===== config.mk =====
export PLATFORM = sky130hd
export DESIGN_NAME = err_irq_unit
export DESIGN_NICKNAME = d
export VERILOG_FILES = /design/src/rtl/err_irq_unit.sv
export SDC_FILE = /design/constraint.sdc
export NUM_CORES = 1
export LEC_CHECK = 0
export BUFFER_PORTS_ARGS = -buffer_cell sky130_fd_sc_hd__buf_2
export CORE_UTILIZATION = 32
export DETAILED_ROUTE_END_ITERATION = 8
export GPL_TIMING_DRIVEN = 0
export PLACE_DENSITY_LB_ADDON = 0.1
export SLEW_MARGIN = 15
export SYNTH_ARGS = -nofsm -noshare
export SYNTH_HDL_FRONTEND = slang
export SYNTH_SLANG_ARGS = --single-unit

===== constraint.sdc =====
create_clock -name clk_i -period 1.5 [get_ports clk_i]
set_clock_uncertainty 0.2 [all_clocks]
set_input_delay 0.225 -clock clk_i [delete_from_list [all_inputs] [get_ports clk_i]]
set_output_delay 0.225 -clock clk_i [all_outputs]
set_load 0.01 [all_outputs]

===== src/rtl/err_irq_unit.sv =====
module err_irq_unit #(
  parameter int ADDR_W = 12,
  parameter int DATA_W = 32,
  parameter int NUM_EV = 6,
  parameter logic [NUM_EV-1:0] FATAL_SEL = 6'b010010,
  parameter logic [ADDR_W-1:0] RAW_ADDR = 12'h1C0,
  parameter logic [ADDR_W-1:0] MSK_ADDR = 12'h1C4,
  parameter logic [ADDR_W-1:0] SET_ADDR = 12'h1C8,
  parameter logic [ADDR_W-1:0] CLR_ADDR = 12'h1CC
) (
  input  logic              clk_i,
  input  logic              rst_ni,
  input  logic [NUM_EV-1:0] evt_i,
  input  logic              wr_en_i,
  input  logic [ADDR_W-1:0] addr_i,
  input  logic [DATA_W-1:0] wdata_i,
  output logic [DATA_W-1:0] rdata_o,
  output logic              irq_o,
  output logic              fatal_o
);

  logic [NUM_EV-1:0] raw_q, en_q, masked, wsel, ack;
  logic hit_raw, hit_msk, hit_set, hit_clr;

  assign hit_raw = addr_i == RAW_ADDR;
  assign hit_msk = addr_i == MSK_ADDR;
  assign hit_set = addr_i == SET_ADDR;
  assign hit_clr = addr_i == CLR_ADDR;

  assign wsel   = wdata_i[NUM_EV-1:0];
  assign ack    = (wr_en_i && hit_msk) ? wsel : '0;
  assign masked = raw_q & en_q;

  always_ff @(posedge clk_i) begin
    if (!rst_ni) begin
      raw_q <= '0;
      en_q  <= '0;
    end else begin
      raw_q <= (raw_q & ~ack) | evt_i;
      if (wr_en_i && hit_set)      en_q <= en_q | wsel;
      else if (wr_en_i && hit_clr) en_q <= en_q & ~wsel;
    end
  end

  always_comb begin
    rdata_o = '0;
    if (hit_raw)                rdata_o[NUM_EV-1:0] = raw_q;
    else if (hit_msk)           rdata_o[NUM_EV-1:0] = masked;
    else if (hit_set | hit_clr) rdata_o[NUM_EV-1:0] = en_q;
  end

  assign irq_o   = |masked;
  assign fatal_o = |(masked & FATAL_SEL);

  assert_reset_clear_R1: assert property (@(posedge clk_i)
    !rst_ni |=> (raw_q == '0 && en_q == '0));

  // also covers R5: an event wins over a same-cycle acknowledge
  assert_event_sticks_R2: assert property (@(posedge clk_i) disable iff (!rst_ni)
    (evt_i != '0) |=> ((raw_q & $past(evt_i)) == $past(evt_i)));

  assert_w1c_R4: assert property (@(posedge clk_i) disable iff (!rst_ni)
    (wr_en_i && hit_msk && evt_i == '0) |=> ((raw_q & $past(wsel)) == '0));

  assert_enable_set_R6: assert property (@(posedge clk_i) disable iff (!rst_ni)
    (wr_en_i && hit_set) |=> ((en_q & $past(wsel)) == $past(wsel)));

  assert_enable_clr_R6: assert property (@(posedge clk_i) disable iff (!rst_ni)
    (wr_en_i && hit_clr) |=> ((en_q & $past(wsel)) == '0));

  assert_fatal_implies_irq_R8: assert property (@(posedge clk_i) disable iff (!rst_ni)
    fatal_o |-> irq_o);

  assert_raw_write_ignored_R9: assert property (@(posedge clk_i) disable iff (!rst_ni)
    (wr_en_i && hit_raw && evt_i == '0) |=> (raw_q == $past(raw_q)));

endmodule


==> results.cfg, run 1 <==
[die]
die_area_sq_mm = 0.00305
rows = 18
dieWidth_microns = 55.2
start_util_pct = 35.3
core-area_sq_mm = 0.00257
pin_count = 87
die_y_microns = 55.2

[clock_tree]
cts_max_level = 1
cts_tree = yes
cts_made_buffers = 3
clock_latency_ns = 0.27
clk_pin_slew_ns = 0.07
numClockSinks = 12
cts-root-buf = clkbuf_4
cts.path.max_buffers = 2

[power_and_ir_drop]
comb_power_share_pct = 27.8
vdd_drop_max_uv = 510
p_switching_uw = 216
p_leak_nw = 0.741
powerDensity_mw_per_mm2 = 536
seqPwrFrac_pct = 45.8
sw_frac_of_total_pct = 29.1
p_int_uw = 525
clkPwrFrac_pct = 26.5

[flow_run]
maxCapViolCount = 0

[hold_path]
whs_path_depth = 3
hold_class = in2reg
min_to = raw_q[2]
min_from = rst_ni

[status]
outcome = complete, but fails checks
violations = negative setup slack

[logic_synthesis]
synth.most_common_cell = buf_4
synth_top_area_share_pct = 26.5
synthCells = 112
synth.distinct_cells = 23
async_flop_share_pct = 0
synth_warnings = 0
netlist_top_cells_area = dfxtp_1 (26%), buf_4 (22%), a41o_2 (7.4%), nor2_1 (5.4%), o311a_1 (4.4%)
synth_top_cells_by_count = buf_4 (26), nor2_1 (13), dfxtp_1 (12)
synth_flop_cell = dfxtp_1
syn_area_per_cell_sq_um = 8.10
ys_seq_area_share_pct = 26.5
ys_ff_latch = 12
synth_top_area_cell = dfxtp_1
synth_edf_count = 0
syn-cell-area_sq_um = 907

[setup_path]
path_class = reg2out
cp-end-kind = output port
arrival_ns = 1.24
ff2ff_setup_slack_ns = 0.39
startpoint_type = flop
crit_fanout = 2
crit_required_ns = 1.07
worst_r2r_path_depth = 3

[sta]
rsz0062_at_grt = true
setup_tns_ns = -0.664
finalCritPeriodShare_pct = 111
max_clock_freq_ghz = 0.601
finalSetupViolCount = 7
hold_viol = 0
fin_ws_ns = -0.165
post-route-min-period_ns = 1.66
slew_violations = 0

[placed_design]
portBuffers = 34
pre_cts_slack_ns = -0.394
placedInstanceArea_sq_mm = 0.00121
hpwl_microns = 1750
globalplace.congestion = 0.792

[drt]
first_iter_violations = 25
antenna_left = 0
routed_wl_microns = 2370
drtPass1Iterations = 4
avgViaCountPerCell = 4.82
detail_route.wl_per_cell_microns = 11.4
num_vias = 1002
route.detailed.drc = 0

[layout]
fin_nets = 233
fin_util_pct = 53.9
drive_gt1_share_pct = 52.2
stdcell_area_sq_mm = 0.00138
diodes = 0
syn_to_final_growth_pct = 52.6

[grt]
grt_pass1_wl_microns = 3820
groute.usage.overall_pct = 15.4
grt_overflow = 0
antenna_found_initial = 0
grt_max_degree = 11
grt_pass1_vias = 831
## cells by family (layout without fill, tap and decap cells)
group	count (synthesis)	in the layout	share of synthesized area [%]
simple gates	33	33	19.9
compound gates	33	33	27.9
flops	12	12	26.5
other cells	1	26	0.413
buf+inv	33	74	25.4
## cell type report
| cell class | instances | area (sq um) |
|---|---|---|
| repair buffers | 40 | 260 |
| plain buffers | 31 | 226 |
| well taps | 30 | 37.5 |
| multi-input cells | 92 | 594 |
| fillers | 253 | 1180 |
| clock buffers | 3 | 22.5 |
| flip-flops and latches | 12 | 243 |
## worst max-delay path: stages (launching register included)
cell	delay [ns]
dfxtp_2	0.32
a22o_1	0.26
a221oi_2	0.18
nand2_1	0.07
buf_2	0.14
## power groups by stage
stage,registers [mW],clock network [mW],logic (mW)
CTS,0.339,0.201,0.192
finish,0.339,0.196,0.206
global placement,0.345,0,0.180
global route,0.340,0.215,0.226
floorplan,0.343,0,0.127
detailed placement,0.345,0,0.182
## stage by stage
step	hold slack [ns]	std cells	power, mW
floorplan	0.163	137	0.470
global placement	0.294	201	0.525
detailed placement	0.299	201	0.527
CTS	0.00821	208	0.732
global route	0.0288	208	0.781
finish	0.0145	208	0.741
## routing by layer
layer | up-vias | track usage, % | routed length [microns]
met5 | - | 0 | 0
met4 | 0 | 3.21 | 21
met3 | 4 | 6.32 | 218
met2 | 43 | 24.6 | 1130
met1 | 460 | 19.5 | 996
li1 | 495 | - | -
## worst max path at each step
stage                 end       from  slack [ns]  cells after the start
2_1_floorplan        flop  addr_i[0]       -0.05                      4
3_3_place_gp     raw_q[3]  addr_i[0]       -0.38                      5
3_5_place_dp   rdata_o[4]  addr_i[0]       -0.39                      6
4_1_cts             irq_o       flop       -0.17                      4
5_1_grt             irq_o   raw_q[1]       -0.25                      4
6_report            irq_o   raw_q[1]       -0.16                      4
## cell usage in the layout (no fill, tap or decap), types with 2 or more instances in the layout
master    synthesis  final
o311a_1           4      4
nor2_1           13      7
nor2_2            0      2
o311a_2           2      2
o22ai_1           6      6
nor2b_1           2      2
clkbuf_4          0      3
a21oi_1           6      6
buf_4            26     31
and3_1            6      6
dfxtp_1          12     10
clkbuf_1          5      2
nor2_4            0      4
conb_1            1     26
o21ai_0           6      6
buf_2             1     28
buf_6             1      9
a41o_2            6      6
dfxtp_2           0      2
nand2_1           8      8
## timing repair
item | 4_1_cts | 5_1_grt
hold buffers | 0 | 0
resized for setup | 14 | 14
pin swaps | 11 | 5
gates cloned | 1 | 0
setup buffers | 5 | 2
setup endpoints to repair | 18 | 13
(Power assumes the default switching activity.)
==> run 2, diff against run 1 <==
--- a/config.mk
+++ b/config.mk
@@ -6,11 +6,11 @@
 export NUM_CORES = 1
 export LEC_CHECK = 0
 export BUFFER_PORTS_ARGS = -buffer_cell sky130_fd_sc_hd__buf_2
-export CORE_UTILIZATION = 32
+export CORE_UTILIZATION = 36
 export DETAILED_ROUTE_END_ITERATION = 8
 export GPL_TIMING_DRIVEN = 0
 export PLACE_DENSITY_LB_ADDON = 0.1
-export SLEW_MARGIN = 15
+export SLEW_MARGIN = 10
 export SYNTH_ARGS = -nofsm -noshare
 export SYNTH_HDL_FRONTEND = slang
 export SYNTH_SLANG_ARGS = --single-unit
==> constraint.sdc (replaced) <==
create_clock -name clk_i -period 1.8 [get_ports clk_i]
set_clock_uncertainty 0.2 [all_clocks]
set_input_delay 0.27 -clock clk_i [delete_from_list [all_inputs] [get_ports clk_i]]
set_output_delay 0.27 -clock clk_i [all_outputs]
set_load 0.01 [all_outputs]
==> run 2 against run 1 <==
  * The flow now finishes without violations
  * Power shrank 9.5%
  * Routed wire length grew 7.5%
  * Final cell count shrank 0.96%
  * Combinational power shrank 21%
  * Critical path type is now in2out
  * Register-to-register slack gained 0.41 ns
  * Final area shrank 5.9%
  * Hold slack gained 0.026 ns
  * Critical path depth grew 2
  * Sequential cell count is the same
  * Sequential power shrank 17%
==> results.cfg, run 2 (synthesized netlist as in run 1, its figures left out) <==
[drt]
detail_route.wl_per_cell_microns = 12.4
route.detailed.drc = 0
num_vias = 1016
first_iter_violations = 11
drtPass1Iterations = 4
antenna_left = 0
avgViaCountPerCell = 4.93
routed_wl_microns = 2550

[sta]
post-route-min-period_ns = 1.77
hold_viol = 0
finalCritPeriodShare_pct = 98.6
fin_ws_ns = 0.0254
rsz0062_at_grt = true
setup_tns_ns = 0
slew_violations = 0
finalSetupViolCount = 0
max_clock_freq_ghz = 0.564

[clock_tree]
clk_pin_slew_ns = 0.09
clock_latency_ns = 0.28
cts.path.max_buffers = 2
cts-root-buf = clkbuf_4
cts_max_level = 1
cts_made_buffers = 3
numClockSinks = 12
cts_tree = yes
ctsHoldBuffers = 0

[flow_run]
maxCapViolCount = 0

[hold_path]
min_from = rst_ni
whs_path_depth = 3
min_to = raw_q[3]
hold_class = in2reg

[die]
rows = 17
start_util_pct = 39.5
die_area_sq_mm = 0.00272
core-area_sq_mm = 0.00230
die_y_microns = 52.2
dieWidth_microns = 52.2
pin_count = 87

[setup_path]
startpoint_type = input pin
cp-end-kind = output port
ff2ff_setup_slack_ns = 0.80
crit_required_ns = 1.33
arrival_ns = 1.30
worst_r2r_path_depth = 2
crit_fanout = 5
path_class = in2out

[grt]
antenna_found_initial = 0
grt_overflow = 0
groute.usage.overall_pct = 18.9
grt_pass1_wl_microns = 3740
grt_pass1_vias = 829
grt_max_degree = 11

[power_and_ir_drop]
power_uw = 671
powerDensity_mw_per_mm2 = 515
p_leak_nw = 0.714
vdd_drop_max_uv = 438

[placed_design]
pre_cts_slack_ns = -0.191
placedInstanceArea_sq_mm = 0.00121
globalplace.congestion = 0.811
hpwl_microns = 1860
portBuffers = 34

[layout]
diodes = 0
fin_nets = 232
syn_to_final_growth_pct = 43.6
fillers = 221
final_cell_mix = buf_2 (35), buf_4 (30), conb_1 (26)
drive_gt1_share_pct = 48.9
final_common_cell = buf_2
stdcell_area_sq_mm = 0.00130

[status]
outcome = finished, final reports clean
[run 2: cell count changes in the layout (fill, tap and decap cells not counted), moves of 2 or more]
cell	before	now
buf_2	28	35
buf_6	9	1
dfxtp_1	10	12
dfxtp_2	2	0
nor2_1	7	10
nor2_4	4	1
[run 2: area by class of cell]
type                            instances  area [sq um]  share of cell area [%]
Clock buffer                            4          36.3                    2.79
Multi-Input combinational cell         92           563                    43.2
Sequential cell                        12           240                    18.4
Timing Repair Buffer                   38           198                    15.2
Buffer                                 32           230                    17.7
Tap cell                               28          35.0                    2.69
[run 2: critical path, stage by stage]
cell	delay, ns
buf_2	0.12
nor4_4	0.39
nand3_4	0.13
buf_2	0.18
nor2_1	0.10
buf_2	0.13
[run 2: per-layer routing]
metal  wire length [microns]  track usage [%]  up-vias
met3                     227             2.32        5
li1                        -                -      494
met4                      32             9.65        0
met2                    1300             31.6       54
met1                     991             23.7      463
met5                       0                0        -
[run 2: through the flow]
step	cells	utilization, %	hold WS (ns)
2_1_floorplan	137	-	0.208
3_3_place_gp	199	52.5	0.333
3_5_place_dp	199	52.5	0.342
4_1_cts	205	55.5	0.0403
5_1_grt	206	56.7	0.0490
6_report	206	56.7	0.0402
[run 2: worst max-delay path by stage]
stage                     from    endpoint
detailed placement   addr_i[3]  rdata_o[5]
floorplan            addr_i[5]  rdata_o[0]
finish               addr_i[0]  rdata_o[4]
global placement     addr_i[5]  rdata_o[3]
global route        addr_i[11]  rdata_o[4]
CTS                  addr_i[3]  rdata_o[5]
[run 2: power breakdown]
part | internal, mW | switching, mW | leakage [nW]
Combinational | 0.0776 | 0.0854 | 0.594
Clock | 0.123 | 0.102 | 0.0210
Sequential | 0.275 | 0.00795 | 0.0986
Total | 0.476 | 0.195 | 0.714
[run 2: timing repair]
item,CTS,global route
setup endpoints to repair,7,6
gates resized for setup,5,4
pin swaps,1,0
gates cloned,0,1
setup buffers,2,1
